`config.mk`:
```
export PLATFORM = sky130hd
export DESIGN_NAME = traffic_cascade
export DESIGN_NICKNAME = d
export VERILOG_FILES = /design/src/rtl/traffic_cascade.sv
export SDC_FILE = /design/constraint.sdc
export NUM_CORES = 1
export LEC_CHECK = 0
export CAP_MARGIN = 0
export CORE_ASPECT_RATIO = 1.1
export CORE_UTILIZATION = 60
export CTS_CLUSTER_DIAMETER = 80
export DETAILED_ROUTE_END_ITERATION = 10
export GPL_ROUTABILITY_DRIVEN = 0
export PLACE_DENSITY = 0.8
export RECOVER_POWER = 100
export SYNTH_ARGS = -nofsm -noshare
export SYNTH_HDL_FRONTEND = slang
export SYNTH_SLANG_ARGS = --single-unit
```
`constraint.sdc`:
```
create_clock -name clk -period 2.5 [get_ports clk]
set_input_delay 0.375 -clock clk [delete_from_list [all_inputs] [get_ports clk]]
set_output_delay 0.375 -clock clk [all_outputs]
set_load 0.05 [all_outputs]
```
`src/rtl/traffic_cascade.sv`:
```
`timescale 1ns/1ps
module traffic_cascade #(
  parameter int W = 16,
  parameter logic [W-1:0] RED_T   = 30,
  parameter logic [W-1:0] GREEN_T = 25,
  parameter logic [W-1:0] AMBER_T = 5
) (
  input  logic clk,
  input  logic rst,
  input  logic tick,
  output logic ns_red,
  output logic ns_amber,
  output logic ns_green,
  output logic ew_red,
  output logic ew_amber,
  output logic ew_green
);

  localparam logic [W-1:0] EW_GO = RED_T - AMBER_T;

  function automatic logic [W-1:0] preset_of(input int idx);
    case (idx)
      0:       return RED_T;
      1:       return GREEN_T;
      default: return AMBER_T;
    endcase
  endfunction

  logic [W-1:0] acc [3];
  logic [2:0]   dn;
  logic [2:0]   en;
  logic         restart;

  // ring: each stage enabled by the previous done, last done clears all
  assign restart = dn[2];
  assign en[0]   = ~restart;
  assign en[1]   = ~restart & dn[0];
  assign en[2]   = ~restart & dn[1];

  always_ff @(posedge clk) begin
    for (int i = 0; i < 3; i++) begin
      if (rst || !en[i]) begin
        acc[i] <= '0;
        dn[i]  <= 1'b0;
      end else begin
        if (tick && acc[i] != preset_of(i))
          acc[i] <= acc[i] + 1'b1;
        dn[i] <= (acc[i] == preset_of(i)) ||
                 (tick && (acc[i] + 1'b1) == preset_of(i));
      end
    end
  end

  logic ph_red, ph_green, ph_amber;
  assign ph_red   = restart | ~dn[0];
  assign ph_green = ~restart & dn[0] & ~dn[1];
  assign ph_amber = dn[1] & ~dn[2];

  assign ns_red   = ph_red;
  assign ns_green = ph_green;
  assign ns_amber = ph_amber;

  assign ew_green = ph_red & (restart | (acc[0] < EW_GO));
  assign ew_amber = ph_red & ~restart & (acc[0] >= EW_GO);
  assign ew_red   = ~ph_red;

  AST_RESET_STATE: assert property (@(posedge clk)
    rst |=> (ns_red && ew_green && dn == 3'b000 && acc[0] == '0));
  AST_RED_TO_GREEN: assert property (@(posedge clk) disable iff (rst)
    $fell(ns_red) |-> ns_green);
  AST_AMBER_TO_RED: assert property (@(posedge clk) disable iff (rst)
    ($rose(ns_red) && !$past(rst)) |-> $past(ns_amber));
  AST_NO_TICK_HOLD: assert property (@(posedge clk) disable iff (rst)
    (!tick && !restart) |=> (acc[0] == $past(acc[0]) && acc[1] == $past(acc[1])));
  AST_ACC_BOUND: assert property (@(posedge clk) disable iff (rst)
    (acc[0] <= RED_T && acc[1] <= GREEN_T && acc[2] <= AMBER_T));
  AST_RESTART_SHORT: assert property (@(posedge clk) disable iff (rst)
    restart |=> !restart);
  AST_RESTART_CLEARS: assert property (@(posedge clk) disable iff (rst)
    restart |=> (acc[0] == '0 && dn[0] == 1'b0));
  AST_EW_RED_WHEN_NS_GO: assert property (@(posedge clk) disable iff (rst)
    (ns_green || ns_amber) |-> ew_red);
  AST_NS_ONE_LAMP: assert property (@(posedge clk) disable iff (rst)
    $onehot({ns_red, ns_amber, ns_green}));
  AST_EW_ONE_LAMP: assert property (@(posedge clk) disable iff (rst)
    $onehot({ew_red, ew_amber, ew_green}));
  AST_NO_CROSS_GO: assert property (@(posedge clk) disable iff (rst)
    (ns_red || ew_red));

endmodule

```
==> results.ini, run 1 <==
[critical_path]
setup.worst_path.class = flop to flop
end_kind = flop
critPathMaxStageDelay_ns = 0.48
critPathLaunchType = flop
cp_slowest_cell = or4b_1
cp_max_fo = 5
critPathBufInv = 0
arrival_ns = 2.54
crit_chain = ha_1 -> nand2_1 -> nor4_2 -> or4b_1 -> a32o_1 -> o31ai_1
crit_family = simple AND/OR/NAND/NOR gates
cp.required_ns = 2.72

[sta]
worst_pin_slew_ns = 0.712
fmax_mhz = 432
maxSlewViolCount = 0
final.period_utilization_pct = 92.6
relSlewSlack_pct = 52.5
finalHoldWorstSlack_ns = 0.673
skew_ns = 0.00895
tns_ns = 0
setup_violations = 0
hold_violations = 0
rsz0062_at_grt = false
min_period_ns = 2.32

[yosys]
yosysWarnings = 0
syn_inst = 366
synthDistinctLibCells = 51
synth_edf_count = 48
seq_area_frac_synth_pct = 44.0
synth-adder-area-share_pct = 3.66
ys_seq_elements = 51
yosys.area_share.xor_xnor_pct = 11.3
synth.cell_area_um2 = 3420
synthArstFlopShare_pct = 0
synthesis.nets = 379
yosys.area_share.simple_pct = 29.6
synthMuxAreaShare_pct = 1.17
synthFlopType = edfxtp_1
synth.avg_cell_area_um2 = 9.33
synth_compound_area_share_pct = 5.82
synth_top_family_by_area = simple AND/OR/NAND/NOR gates

[cells_and_area]
antenna_cells = 0
syn_to_final_growth_pct = 6.30
nets = 386
drive_above_1_share_pct = 6.15

[drt]
viasPerCell = 5.81
drt-initial-drc-count = 244
dr.pass1.iters = 5
via_count = 2609
ant_nets = 0
drc = 0
route.detailed.wl_per_inst_um = 14.7
drt-total-wl_mm = 6.58

[clock_network]
max-clock-path-buffers = 2
cts-root-buf = clkbuf_8
hold_buffers = 0
htree_levels = 2
cts_tree = built
clk_pin_slew_ns = 0.09
cts_inserted_buffers = 5
cts_sinks = 51
clk_latency_ns = 0.30
postCtsSetupRepairBufs = 0
cts_resized = 0

[floorplan]
die_h_um = 81.1
core_area_um2 = 5430
dieArea_um2 = 6000
floorplan.initialDensity_pct = 62.9
rows = 28
fp.dieW_um = 73.9
pin_count = 9

[power]
leakagePower_nw = 1.19
ir_worst_vdd_v = 0.000281
powerDensity_nw_per_um2 = 429

[global_routing]
grt_max_degree = 17
grt_usage_pct = 23.7
grt_pass1_wl_mm = 10.9
antenna_found_initial = 0
first_global_vias = 2405
grt.overflow.total = 0

[hold_path]
worstHoldPathType = flop to flop

[run_status]
outcome = finished clean

[job]
cap_violations = 0

[placed_design]
port_buffers = 8
dp_hpwl_mm = 4.81

routing by layer:
metal / vias to the layer above / track usage (%) / part of all wire (%)
met3: 13 / 4.22 / 3.6
met2: 56 / 38.0 / 47
met5: - / 0 / 0
li1: 1317 / - / -
met1: 1223 / 31.7 / 47
met4: 0 / 9.42 / 1.8
stage by stage:
step	instances	power [mW]	utilization (%)	setup slack [ns]	instance area [um^2]
after floorplan	366	1.05	-	0.143	3420
after global placement	441	1.07	65.7	0.340	3570
after detailed placement	441	1.07	65.7	0.263	3570
after CTS	449	1.58	67.5	0.224	3670
after global routing	449	1.63	66.9	0.0507	3630
final	449	1.56	66.9	0.184	3630
final cells by class:
cell class	instances	area, um^2
Fill cell	467	1800
Clock buffer	8	100
Tap cell	75	93.8
Multi-Input combinational cell	281	1750
Inverter	16	60.1
Timing Repair Buffer	18	124
Sequential cell	51	1500
report_power, final:
group	internal [mW]	switching (mW)	total, mW
sequential	0.942	0.0243	0.967
clock	0.253	0.254	0.506
combinational	0.0341	0.0522	0.0863
worst register-to-register path, stage by stage, from the launching register on:
cell	delay (ns)
edfxtp_1	0.44
ha_1	0.27
nand2_1	0.16
nor4_2	0.45
or4b_1	0.48
a32o_1	0.22
o31ai_1	0.22
synth_stat cells (all sizes together), types with 2 or more instances:
library cell	count	area share [%]
mux2i	4	1.2
nand4b	2	0.51
nand2	26	2.9
a21o	2	0.44
a2111oi	2	0.51
o31ai	2	0.44
inv	16	1.8
or2	3	0.55
buf	6	1.4
edfxtp	48	42
xor2	18	4.6
and3	2	0.37
and2	3	0.59
o21ai	2	0.29
or3	6	1.1
ha	10	3.7
nand2b	6	1.1
a21oi	7	1.0
dfxtp	3	1.8
nor3	14	2.1
clkbuf	12	1.3
nand3	21	3.4
a32oi	2	0.51
xnor2	26	6.7
or4b	2	0.59
nor3b	2	0.44
a211oi	2	0.44
nor4	11	2.5
or4	2	0.44
nand4	17	3.6
nor2	70	7.7
and4	4	1.0
flip-flops by register name, summed over array words and instances, names as in the netlist:
register and count:
acc 48, dn 3
final timing paths:
path               end      start  slack (ns)  cells after the start
max              dn[0]  acc[0][0]        0.18                      6
min          acc[0][0]  acc[0][0]        0.67                      1
max reg2reg      dn[0]  acc[0][0]        0.18                      6
min reg2reg  acc[0][0]  acc[0][0]        0.67                      1
kinds of logic after synthesis:
logic type	after synthesis
adder cells (fa/ha/maj)	10
AO/OA/AOI/OAI	28
multiplexers	4
XOR/XNOR	44
flip-flops	51
AND/OR/NAND/NOR	195
buffers and inverters	34
cell usage in the layout (no fill, tap or decap), drive strengths merged, types with 7 or more instances in the layout:
master	n
nor2	70
edfxtp	48
nand2	26
xnor2	26
nand3	21
xor2	18
nand4	17
inv	16
clkbuf	16
nor3	14
nor4	11
ha	10
a21oi	7
No activity file was read; power rests on OpenSTA's default activity.
==> run 2, diff against run 1 <==
PLACE_DENSITY = 0.84   (was 0.8)
==> run 2 against run 1 <==
Compared with the run above:
- power rose by 11%
- critical path type is now flop to output port
- highest routed layer unchanged
- die area did not move
- final cell count fell by 0.22%
- via count rose by 3.4%
- design area rose by 0.97%
- sequential share of layout area fell by 0.40 points
- fmax rose by 1.2%
- core utilization rose by 0.65 points
- clock-buffer cell count fell by 2
- critical path depth fell by 3
==> results.ini, run 2 (synthesis gave the netlist of run 1 again) <==
[drt]
viasPerCell = 6.02  ; +3.6%
via_count = 2697  ; +3.4%
drt-total-wl_mm = 6.76  ; +2.7%
ant_nets = 0  ; unchanged
drt-initial-drc-count = 230  ; -5.7%
dr.pass1.iters = 4  ; -1
drc = 0  ; unchanged
route.detailed.wl_per_inst_um = 15.1  ; +3.0%

[run_status]
outcome = finished clean

[hold_path]
worstHoldPathType = flop to flop
hold_path_end = dn[2]
hp-start = dn[1]
hold_depth = 3  ; +2

[power]
seq_power_share_pct = 56.0  ; -6.0 points
p_sw_mw = 0.350  ; +5.9%
leakagePower_nw = 1.22  ; +2.5%
powerDensity_nw_per_um2 = 471  ; +9.7%
clockPowerShare_pct = 38.8  ; +6.3 points
ir_worst_vdd_v = 0.000336  ; +19%
intPower_mw = 1.38  ; +12%
combPwrFrac_pct = 5.2  ; -0.3 points
switching_share_pct = 20.2  ; -0.92 points

[sta]
rsz0062_at_grt = false
skew_ns = 0.00635  ; -0.00260 ns
finalHoldWorstSlack_ns = 0.668  ; -0.00561 ns
fmax_mhz = 437  ; +1.2%
final.period_utilization_pct = 91.6  ; -1.1 points
relSlewSlack_pct = 39.2  ; -13 points
tns_ns = 0  ; unchanged
hold_violations = 0  ; unchanged
min_period_ns = 2.29  ; -0.0271 ns
setup_violations = 0  ; unchanged
worst_pin_slew_ns = 0.913  ; +0.201 ns
maxSlewViolCount = 0  ; unchanged

[clock_network]
max-clock-path-buffers = 2  ; unchanged
cts_tree = built
cts_inserted_buffers = 5  ; unchanged
clk_pin_slew_ns = 0.09  ; about the same
hold_buffers = 0  ; unchanged
clk_latency_ns = 0.31  ; about the same
htree_levels = 2  ; unchanged
cts-root-buf = clkbuf_8
cts_resized = 0  ; unchanged
cts_sinks = 51  ; unchanged
postCtsSetupRepairBufs = 0  ; unchanged

[critical_path]
timing.rr.end = dn[0]
cp.required_ns = 2.12  ; -0.60 ns
setup.worst_path.class = flop to output port
cp_slowest_cell = dlygate4sd3_1
crit_chain = nand2b_1 -> nor2_1 -> dlygate4sd3_1
end_kind = output port
rr_startpoint = acc[0][0]
critPathLaunchType = flop
r2r_slack_ns = 0.22  ; +0.04 ns
arrival_ns = 1.91  ; -0.63 ns
r2r.worst_path.cells = 6  ; unchanged
cp_max_fo = 6  ; +1
critPathMaxStageDelay_ns = 0.87  ; +0.39 ns

[placed_design]
dp_hpwl_mm = 4.91  ; +2.1%
dp.cells = 440  ; -0.23%
port_buffers = 8  ; unchanged
post_dp_cell_area_um2 = 3560  ; -0.21%

[cells_and_area]
drive_above_1_share_pct = 6.17  ; +0.016 points
antenna_cells = 0  ; unchanged
nFillCells = 412  ; -12%
mostFrequentLayoutCells = 70 x nor2_1, 48 x edfxtp_1, 26 x nand2_1, 26 x xnor2_1, 19 x nand3_1
largestRegisters = acc (48), dn (3)
largest_reg_flops = 48  ; unchanged
final_common_cell = nor2_1
syn_to_final_growth_pct = 7.33
fin_area_um2 = 3670  ; +0.97%
fin_cells = 448  ; -0.22%
fin_util_pct = 67.5  ; +0.65 points
nets = 385  ; -0.26%
top_register = acc

[floorplan]
floorplan.initialDensity_pct = 62.9  ; unchanged
rows = 28  ; unchanged
core_area_um2 = 5430  ; unchanged
die_h_um = 81.1  ; unchanged
fp.dieW_um = 73.9  ; unchanged
pin_count = 9  ; unchanged
dieArea_um2 = 6000  ; unchanged

[job]
cap_violations = 0  ; unchanged

[global_routing]
grt_pass1_wl_mm = 11.2  ; +2.4%
grt_usage_pct = 23.9  ; +0.22 points
grt_max_degree = 17  ; unchanged
antenna_found_initial = 0  ; unchanged
grt.overflow.total = 0  ; unchanged
first_global_vias = 2517  ; +4.7%

-- run 2: final cells by class --
class	instances	area [um^2]	share of cell area [%]
clock buffers	6	72.6	1.98
clock inverters	2	60.1	1.64
inverters	16	60.1	1.64
multi-input cells	281	1760	48.0
flip-flops and latches	51	1500	41.0
well taps	75	93.8	2.56
repair buffers	17	118	3.21
-- run 2: worst max path at each step --
stage	from	endpoint	slack (ns)	cells past startpoint
CTS	acc[0][0]	dn[0]	0.23	6
global route	acc[2][0]	dn[2]	0.01	6
finish	dn[2]	ns_green	0.21	3
detailed placement	acc[0][0]	dn[0]	0.25	6
floorplan	acc[0][0]	ew_amber	0.14	6
global placement	acc[0][0]	dn[0]	0.33	6
-- run 2: routing by layer --
layer / global-route usage (%) / wire [um] / share of wire (%) / up-vias
met1: 30.7 / 2970 / 44 / 1285
li1: - / - / - / 1318
met3: 4.09 / 343 / 5.1 / 8
met5: 0 / 0 / 0 / -
met2: 40.2 / 3370 / 50 / 86
met4: 9.04 / 76 / 1.1 / 0
-- run 2: through the flow --
stage | setup slack (ns) | power, mW
floorplan | 0.143 | 1.05
global placement | 0.326 | 1.07
detailed placement | 0.246 | 1.08
CTS | 0.226 | 1.74
global route | 0.0149 | 1.78
finish | 0.211 | 1.73
-- run 2: worst max-delay path, delay by kind of cell (launching register included) --
kind          cells  cell delay (ns)
buf+inv           1             0.87
flops             1             0.38
simple gates      2             0.36
-- run 2: power groups by stage --
| stage | combinational [mW] | clock, mW | sequential [mW] |
|---|---|---|---|
| 6_report | 0.0893 | 0.671 | 0.967 |
| 2_1_floorplan | 0.0717 | 0 | 0.978 |
| 3_5_place_dp | 0.0901 | 0 | 0.986 |
| 3_3_place_gp | 0.0881 | 0 | 0.983 |
| 5_1_grt | 0.0979 | 0.713 | 0.969 |
| 4_1_cts | 0.0906 | 0.684 | 0.966 |
